===== config.mk =====
export PLATFORM = sky130hd
export DESIGN_NAME = cmd_mailbox
export DESIGN_NICKNAME = d
export VERILOG_FILES = /design/src/rtl/cmd_mailbox_pkg.sv /design/src/rtl/mbox_key_seq.sv /design/src/rtl/mbox_core.sv /design/src/rtl/mbox_rmux.sv /design/src/rtl/cmd_mailbox.sv
export SDC_FILE = /design/constraint.sdc
export NUM_CORES = 1
export LEC_CHECK = 0
export CAP_MARGIN = 10
export CORE_MARGIN = 10
export CORE_UTILIZATION = 42
export DETAILED_ROUTE_END_ITERATION = 7
export HOLD_SLACK_MARGIN = 0.05
export PLACE_DENSITY = 0.86
export SYNTH_ARGS = -nofsm -noshare
export SYNTH_HDL_FRONTEND = slang
export SYNTH_SLANG_ARGS = --single-unit

===== constraint.sdc =====
create_clock -name clk -period 3.4 [get_ports clk]
set_clock_uncertainty 0.05 [all_clocks]
set_input_delay 0.68 -clock clk [delete_from_list [all_inputs] [get_ports clk]]
set_output_delay 0.68 -clock clk [all_outputs]
set_load 0.05 [all_outputs]

===== src/rtl/cmd_mailbox_pkg.sv =====
package cmd_mailbox_pkg;

    localparam int MBOX_ADDR_W = 3;

    typedef enum logic [MBOX_ADDR_W-1:0] {
        MB_STATUS = 3'd0,
        MB_DATA0  = 3'd1,
        MB_DATA1  = 3'd2,
        MB_IDENT  = 3'd3,
        MB_KEY    = 3'd4
    } mbox_addr_e;

    typedef enum logic {
        SEQ_IDLE = 1'b0,
        SEQ_HALF = 1'b1
    } key_seq_e;

endpackage


===== src/rtl/mbox_key_seq.sv =====
module mbox_key_seq #(
    parameter int          DATA_W    = 32,
    parameter logic [31:0] KEY_OPEN1 = 32'h5F554E4C,
    parameter logic [31:0] KEY_OPEN2 = 32'h4F434B5F,
    parameter logic [31:0] KEY_CLOSE = 32'hFFFFFFFF,
    parameter logic [31:0] KEY_RESET = 32'h00000000
) (
    input  logic              clk,
    input  logic              rst_n,
    input  logic              key_wr,
    input  logic [DATA_W-1:0] key_data,
    output logic              open_o
);
    import cmd_mailbox_pkg::*;

    typedef struct packed {
        key_seq_e seq;
        logic     open;
    } seq_state_t;

    seq_state_t st_d, st_q;

    always_comb begin
        st_d = st_q;
        if (key_wr) begin
            if (key_data == DATA_W'(KEY_RESET)) begin
                st_d.seq = SEQ_IDLE;
            end else if (key_data == DATA_W'(KEY_OPEN1)) begin
                st_d.seq = SEQ_HALF;
            end else begin
                // second word completes only a half sequence; all else drops back
                if (st_q.seq == SEQ_HALF && key_data == DATA_W'(KEY_OPEN2) && !st_q.open) begin
                    st_d.open = 1'b1;
                end
                if (key_data == DATA_W'(KEY_CLOSE) && st_q.open) begin
                    st_d.open = 1'b0;
                end
                st_d.seq = SEQ_IDLE;
            end
        end
    end

    always_ff @(posedge clk) begin
        if (!rst_n) begin
            st_q <= '{seq: SEQ_IDLE, open: 1'b0};
        end else begin
            st_q <= st_d;
        end
    end

    assign open_o = st_q.open;

endmodule


===== src/rtl/mbox_core.sv =====
module mbox_core #(
    parameter int DATA_W = 32,
    parameter int ID_W   = 8
) (
    input  logic                                clk,
    input  logic                                rst_n,
    input  logic                                open_i,
    input  logic                                wr_i,
    input  logic [cmd_mailbox_pkg::MBOX_ADDR_W-1:0] addr_i,
    input  logic [DATA_W-1:0]                   wdata_i,
    input  logic                                done_i,
    input  logic                                done_err_i,
    input  logic [DATA_W-1:0]                   done_d0_i,
    input  logic [DATA_W-1:0]                   done_d1_i,
    input  logic                                irq_i,
    output logic                                busy_o,
    output logic                                err_o,
    output logic                                irq_pend_o,
    output logic [ID_W-1:0]                     id_o,
    output logic [DATA_W-1:0]                   d0_o,
    output logic [DATA_W-1:0]                   d1_o,
    output logic                                strobe_o
);
    import cmd_mailbox_pkg::*;

    typedef struct packed {
        logic              busy;
        logic              err;
        logic              irq;
        logic [ID_W-1:0]   id;
        logic [DATA_W-1:0] d0;
        logic [DATA_W-1:0] d1;
        logic              strobe;
    } core_state_t;

    core_state_t cs_d, cs_q;
    logic        wr_ok;
    logic        new_cmd;

    assign wr_ok   = wr_i && open_i;
    assign new_cmd = wr_ok && (addr_i == MB_STATUS);

    always_comb begin
        cs_d        = cs_q;
        cs_d.strobe = 1'b0;
        if (wr_ok) begin
            unique case (addr_i)
                MB_STATUS: begin
                    cs_d.busy   = 1'b1;
                    cs_d.err    = 1'b0;
                    cs_d.id     = wdata_i[ID_W-1:0];
                    cs_d.strobe = 1'b1;
                end
                MB_DATA0: cs_d.d0  = wdata_i;
                MB_DATA1: cs_d.d1  = wdata_i;
                MB_IDENT: cs_d.irq = 1'b0;
                default: ;
            endcase
        end
        if (done_i) begin
            cs_d.d0 = done_d0_i;
            cs_d.d1 = done_d1_i;
            if (!new_cmd) begin
                cs_d.busy = 1'b0;
                cs_d.err  = done_err_i;
            end
        end
        if (irq_i) begin
            cs_d.irq = 1'b1;
        end
    end

    always_ff @(posedge clk) begin
        if (!rst_n) begin
            cs_q <= '0;
        end else begin
            cs_q <= cs_d;
        end
    end

    assign busy_o     = cs_q.busy;
    assign err_o      = cs_q.err;
    assign irq_pend_o = cs_q.irq;
    assign id_o       = cs_q.id;
    assign d0_o       = cs_q.d0;
    assign d1_o       = cs_q.d1;
    assign strobe_o   = cs_q.strobe;

endmodule


===== src/rtl/mbox_rmux.sv =====
module mbox_rmux #(
    parameter int          DATA_W    = 32,
    parameter int          ID_W      = 8,
    parameter logic [31:0] IDENT_VAL = 32'h53437632
) (
    input  logic                                open_i,
    input  logic [cmd_mailbox_pkg::MBOX_ADDR_W-1:0] addr_i,
    input  logic                                busy_i,
    input  logic                                err_i,
    input  logic                                irq_i,
    input  logic [ID_W-1:0]                     id_i,
    input  logic [DATA_W-1:0]                   d0_i,
    input  logic [DATA_W-1:0]                   d1_i,
    output logic [DATA_W-1:0]                   rdata_o
);
    import cmd_mailbox_pkg::*;

    localparam int PAD_W = DATA_W - 3 - ID_W;

    logic [DATA_W-1:0] status_w;
    assign status_w = {busy_i, err_i, irq_i, {PAD_W{1'b0}}, id_i};

    always_comb begin
        rdata_o = '0;
        if (open_i) begin
            unique case (addr_i)
                MB_STATUS: rdata_o = status_w;
                MB_DATA0:  rdata_o = d0_i;
                MB_DATA1:  rdata_o = d1_i;
                MB_IDENT:  rdata_o = DATA_W'(IDENT_VAL);
                default:   rdata_o = '0;
            endcase
        end
    end

endmodule


===== src/rtl/cmd_mailbox.sv =====
module cmd_mailbox #(
    parameter int          DATA_W    = 32,
    parameter int          ID_W      = 8,
    parameter logic [31:0] IDENT_VAL = 32'h53437632,
    parameter logic [31:0] KEY_OPEN1 = 32'h5F554E4C,
    parameter logic [31:0] KEY_OPEN2 = 32'h4F434B5F,
    parameter logic [31:0] KEY_CLOSE = 32'hFFFFFFFF,
    parameter logic [31:0] KEY_RESET = 32'h00000000
) (
    input  logic                                clk,
    input  logic                                rst_n,
    input  logic                                host_wr,
    input  logic [cmd_mailbox_pkg::MBOX_ADDR_W-1:0] host_addr,
    input  logic [DATA_W-1:0]                   host_wdata,
    output logic [DATA_W-1:0]                   host_rdata,
    output logic                                cmd_valid,
    output logic [ID_W-1:0]                     cmd_id,
    output logic [DATA_W-1:0]                   cmd_arg0,
    output logic [DATA_W-1:0]                   cmd_arg1,
    input  logic                                ctl_done,
    input  logic                                ctl_err,
    input  logic [DATA_W-1:0]                   ctl_data0,
    input  logic [DATA_W-1:0]                   ctl_data1,
    input  logic                                ctl_irq,
    output logic                                unlocked
);
    import cmd_mailbox_pkg::*;

    logic              key_wr;
    logic              st_busy;
    logic              st_err;
    logic              st_irq;
    logic [ID_W-1:0]   st_id;
    logic [DATA_W-1:0] st_d0;
    logic [DATA_W-1:0] st_d1;

    assign key_wr = host_wr && (host_addr == MB_KEY);

    mbox_key_seq #(
        .DATA_W(DATA_W), .KEY_OPEN1(KEY_OPEN1), .KEY_OPEN2(KEY_OPEN2),
        .KEY_CLOSE(KEY_CLOSE), .KEY_RESET(KEY_RESET)
    ) u_seq (
        .clk(clk), .rst_n(rst_n), .key_wr(key_wr), .key_data(host_wdata),
        .open_o(unlocked)
    );

    mbox_core #(.DATA_W(DATA_W), .ID_W(ID_W)) u_core (
        .clk(clk), .rst_n(rst_n), .open_i(unlocked),
        .wr_i(host_wr), .addr_i(host_addr), .wdata_i(host_wdata),
        .done_i(ctl_done), .done_err_i(ctl_err),
        .done_d0_i(ctl_data0), .done_d1_i(ctl_data1), .irq_i(ctl_irq),
        .busy_o(st_busy), .err_o(st_err), .irq_pend_o(st_irq),
        .id_o(st_id), .d0_o(st_d0), .d1_o(st_d1), .strobe_o(cmd_valid)
    );

    mbox_rmux #(.DATA_W(DATA_W), .ID_W(ID_W), .IDENT_VAL(IDENT_VAL)) u_rmux (
        .open_i(unlocked), .addr_i(host_addr),
        .busy_i(st_busy), .err_i(st_err), .irq_i(st_irq), .id_i(st_id),
        .d0_i(st_d0), .d1_i(st_d1), .rdata_o(host_rdata)
    );

    assign cmd_id   = st_id;
    assign cmd_arg0 = st_d0;
    assign cmd_arg1 = st_d1;

endmodule


Word-level counts from Yosys, hierarchy flattened
Cells that the tools add are included.
{ "totals": {"regBits": 78, "in_bits": 105, "output_inout_bits": 106, "wordCells": 56} }
{ "op_classes": {"n_eq_ne": 7, "mux": 17, "bitwise": 2, "n_reduce_logical": 21} }
{ "op_table": {"columns": ["operator", "count"], "rows": [
  ["case mux 32 bit (4 select lines)", 1],
  ["two-way mux 32 bit", 3],
  ["two-way mux 76 bit", 1],
  ["== test 32 x 31 -> 1 bit (second input constant)", 2],
  ["two-way mux 64 bit", 1],
  ["== test 32 bit (second input constant)", 1],
  ["zero test 32 bit", 1],
  ["nonzero test 2 bit", 6],
  ["AND reduction 2 bit", 5],
  ["two-way mux 8 bit", 1],
  ["two-way mux 1 bit", 7],
  ["== test 3 x 2 -> 1 bit (second input constant)", 2],
  ["logical AND 1 bit", 6],
  ["two-way mux 2 bit", 3],
  ["AND reduction 4 bit", 1],
  ["== test 3 x 1 -> 1 bit (second input constant)", 1],
  ["== test 3 bit (second input constant)", 1],
  ["zero test 3 bit", 1],
  ["NOT 1 bit", 2],
  ["zero test 1 bit", 1]
]} }

Depth between registers and ports, before layout
{ "logic_depth": {"ltp_word": 5, "ltp_mapped": 6, "ltp_nobuf": 4} }

By module
Synthesis repeated with hierarchy kept, for this count alone.
{ "unflattened": {"hier_cells": 574, "area_unflattened_um2": 4450.5} }
{ "by_module_without_submodules": {"columns": ["module", "instances", "cells_per_inst", "area_each_um2", "seq_area_each_um2"], "rows": [
  ["mbox_core", 1, 433, 3547.2, 1521.5],
  ["mbox_rmux", 1, 110, 644.4, 0.0],
  ["mbox_key_seq", 1, 30, 246.5, 40.0],
  ["cmd_mailbox", 1, 1, 12.5, 0.0]
]} }

Least setup slack after synthesis
No wires, ideal clock.
{ "synth_path": {"path_kind": "input to output", "from": "input port host_addr[0] in the netlist's numbering", "to": "output port host_rdata[10]", "arrival_ns": 2.301, "required_ns": 2.670, "path_slack_ns": 0.369, "stages": 5, "n_path_buf": 3, "cell_sequence": "buf_2 buf_2 clkbuf_1 nand2_1 a21oi_1"} }
{ "synth_via": {"elab_chain_cells": 3, "word_cells_on_any_way": 6, "classes_between": "3 x eq/ne; 2 x mux; 1 x reduce/logical"} }
{ "synth_rtl": {"columns": ["element", "line", "text"], "rows": [
  ["start: declaration", "cmd_mailbox.sv:13", "input logic [cmd_mailbox_pkg::MBOX_ADDR_W-1:0] host_addr,"],
  ["== test 3 x 2 -> 1 bit (tied with other cells)", "mbox_rmux.sv:26", "unique case (addr_i)"],
  ["case mux 32 bit (4 select lines) (*)", "mbox_rmux.sv:26", null],
  ["two-way mux 32 bit (*)", "mbox_rmux.sv:25", "if (open_i) begin"],
  ["end: declaration", "cmd_mailbox.sv:15", "output logic [DATA_W-1:0] host_rdata,"]
]} }
Every way passes the cells marked *; elsewhere a longest branch is shown, timed or not.

Worst setup path after layout
{ "layout_path": {"from": "input port host_addr[1] in the netlist's numbering", "to": "output port host_rdata[1]"} }
Same word-level chain as after synthesis.

==> key figures <==
Timing
  • RSZ-0062 raised after global routing: no
  • Minimum clock period: 2.95 ns
  • Tcrit/Tclk final: 86.8%
  • Rel. slew slack: between 20% and 30%
  • Final setup violation count: 0
  • FMAX: 0.339 GHz
  • Setup Total Neg Slack: 0 ns
  • Slack of the critical path: 0.448 ns
  • Final Hold Fails: 0
  • Count of pins over their slew limit: 0
  • Slew @ Worst Pin: 1.18 ns
  • Worst hold margin: 0.427 ns

Placement
  • Routability Congestion: 0.832
  • Setup Slack @ Placement: 0.398 ns
  • Port Buffers: 210
  • Detail Placement HPWL: about 13 mm
  • Placed cells: about 690

Final layout
  • Filler cells: 632
  • Antenna Cells: 0
  • Layout cells sized above 1: 14.3%
  • Final net count: slightly below 700
  • Syn-to-layout area delta: 72.8%
  • Commonest non-fill, non-tap cell in the layout: clkdlybuf4s50_1
  • Most frequent cells in the layout: clkdlybuf4s50_1 (175), dfxtp_1 (78), nor2b_1 (68)
  • Finished Layout Cells: about 700

Setup path
  • Worst path arrival time: 2.22 ns
  • Worst setup path category: in -> out
  • CP required: approximately 2.7 ns
  • Reg2reg start: u_seq.open_o
  • Critical path endpoint category: output pin
  • CP max FO: 22
  • Reg2reg end: u_core.d0_o[3]
  • Worst reg-to-reg setup slack: 1.26 ns
  • Most used cell, CP: buf_4
  • CP Launch Type: primary input
  • Worst R2R Path Depth: 5
  • Crit path cell chain: clkdlybuf4s50_1, buf_4, nand2b_1, o221a_2, buf_4
  • Worst path max stage delay: 0.49 ns
  • Max stage delay cell, worst path: clkdlybuf4s50_1

Yosys
  • Simple-Gate Fraction of Synth Area: 22.2%
  • Synth Area in Compound Gates: between 20 and 30%
  • Post-Syn Instances: 393
  • Synth warnings: 0
  • Post-Synth XOR/XNOR Area: 0%
  • Post-synth cell types: 37
  • Post-synthesis mux area share: between 3 and 4%
  • Post-synth top area cell: dfxtp_1
  • Register bit total from synthesis: 78
  • Syn nets: about 500
  • Post-Syn Area: between 3000 and 4000 µm²
  • Synth area leaders: dfxtp_1 (42%), a222oi_1 (17%), nor2b_1 (12%)
  • Combinational family with the most area after synthesis: compound AO/OA/AOI/OAI gates
  • Post-synthesis sequential area ratio: about two fifths
  • Synth top area share: 42.0%
  • Post-Syn Area per Cell: roughly 9.5 µm²
  • Synth Area in Adders: 0%

Die
  • Die area: 13000 µm²
  • Chip height: 114 µm
  • Num rows: 34
  • Initial Util: 42.9%
  • Io pins: between 200 and 250
  • Core area: just under 9000 µm²
  • Chip width: roughly 110 µm

Pwr
  • Sequential share of power: approximately 43%
  • Switching share of power: 29.7%
  • Power share of the clock group: 32.8%
  • Pleak: 0.00229 µW
  • Comb power frac: 24.3%
  • Pint: about 1600 µW
  • Sw power: between 600 and 700 µW
  • PD cells: 360 nW/µm²
  • Max VDD drop: ~0.21 mV

Outcome
  • Outcome: finished, violations left
  • Failing checks: design-rule violations

Worst hold path
  • Hold path start: u_core.busy_o
  • WHS Path Cells: 2
  • Hold Crit Class: reg -> reg
  • Hold Path End: u_core.busy_o

Job
  • Number of max-cap violations: 0

Clock network
  • Clock Path Buffers: 2
  • Post_cts resized: 0
  • Post-CTS Repair Setup Buffers: 0
  • Worst-path clk slew: 0.07 ns
  • CTS root buf: clkbuf_8
  • Num CTS Buffers: 9
  • CTS tree: built
  • Clk sink count: 78
  • Clk Latency, worst-skew pair: about 0.33 ns
  • # hold bufs at CTS: 0
  • H-tree levels: 3

Global routing
  • Grt total ovfl: 0
  • Antenna violations before repair: 1
  • Vias in the first global route: 4560
  • Largest net degree at the start of global routing: 39
  • GRT Resource Usage Total: 24.7%
  • First-pass GRT wire length: 25.9 mm

Route
  • Routed len/inst: 24.3 µm
  • DRT Wirelength: 17.0 mm
  • Vias: 4349
  • # DRC: 18
  • Vias/cell: 6.20
  • 1st-iter DRT viols: 528
  • First-pass iteration count of the detailed router: 8
  • Antenna-violating nets left: 0
[kinds of logic after synthesis]
logic type | Yosys count
compound gates | 122
buf+inv | 42
flops | 78
mux | 12
simple gates | 139
[critical path: cells and delay by family]
family          cells  cell delay (ns)
buf+inv             3             0.96
simple gates        1             0.25
compound gates      1             0.33
[final cells by class]
class | count | area, µm² | share of cell area [%]
Multi-Input combinational cell | 273 | 2020 | 31.5
Sequential cell | 78 | 1560 | 24.3
Clock buffer | 13 | 179 | 2.78
Timing Repair Buffer | 226 | 2490 | 38.7
Clock inverter | 3 | 40.0 | 0.623
Tap cell | 108 | 135 | 2.10
[stage by stage]
stage / power, µW / utilization (%) / instance area, µm²
3_5_place_dp: 1570 / 71.6 / 6210
5_1_grt: 2400 / 74.1 / 6430
6_report: 2310 / 74.1 / 6430
4_1_cts: 2310 / 74.1 / 6430
2_1_floorplan: 1290 / - / 3720
3_3_place_gp: 1560 / 71.6 / 6210
[worst max path at each step]
stage,from,end,cells past startpoint
after detailed placement,host_addr[1],u_core.d0_o[4],7
after floorplan,host_addr[0],host_rdata[10],5
after CTS,host_addr[1],host_rdata[5],5
after global placement,host_addr[1],host_rdata[4],5
final,host_addr[1],host_rdata[1],5
after global routing,host_addr[1],host_rdata[5],5
[per-layer routing]
| metal | part of all wire, % | GRT usage (%) | routed length (µm) |
|---|---|---|---|
| met3 | 12 | 9.22 | 2030 |
| met4 | 2.6 | 10.5 | 442 |
| met2 | 50 | 41.4 | 8460 |
| met5 | 0 | 0 | 0 |
| met1 | 36 | 27.6 | 6070 |
[synthesized netlist by cell type]
master,count
nor4_1,2
and2_1,1
nand3b_1,1
or4_4,1
nand3_1,4
o21ai_0,11
o21bai_1,1
nand4bb_1,1
nor2_1,26
a22o_1,7
clkbuf_1,20
a41o_1,1
nor3_2,2
a22oi_1,10
dfxtp_1,78
nor4_4,1
mux2_2,4
buf_1,4
o31a_1,1
nor4b_4,1
a22o_2,1
nand2b_1,2
a222oi_1,64
nand2_1,15
buf_2,18
nor3b_2,1
a21oi_1,19
nand4_1,7
nor2b_1,69
or4_1,2
a21boi_0,1
mux2i_1,8
nor3_1,1
and3_1,1
a31oi_1,2
or4bb_1,1
o221a_2,4
[power by group through the flow]
stage / registers, µW / clock network, µW / logic (µW)
global route: 997 / 811 / 588
detailed placement: 1010 / 0 / 559
floorplan: 1150 / 0 / 145
global placement: 1010 / 0 / 551
finish: 992 / 759 / 562
CTS: 991 / 759 / 561
[registers in the layout (all words and copies together), names as in the netlist]
register,flops
u_core.strobe_o,1
u_core.d0_o,32
u_core.id_o,8
u_seq.st_q,1
u_seq.open_o,1
u_core.busy_o,1
u_core.d1_o,32
u_core.err_o,1
u_core.irq_pend_o,1
No activity file was read; power rests on OpenSTA's default activity.
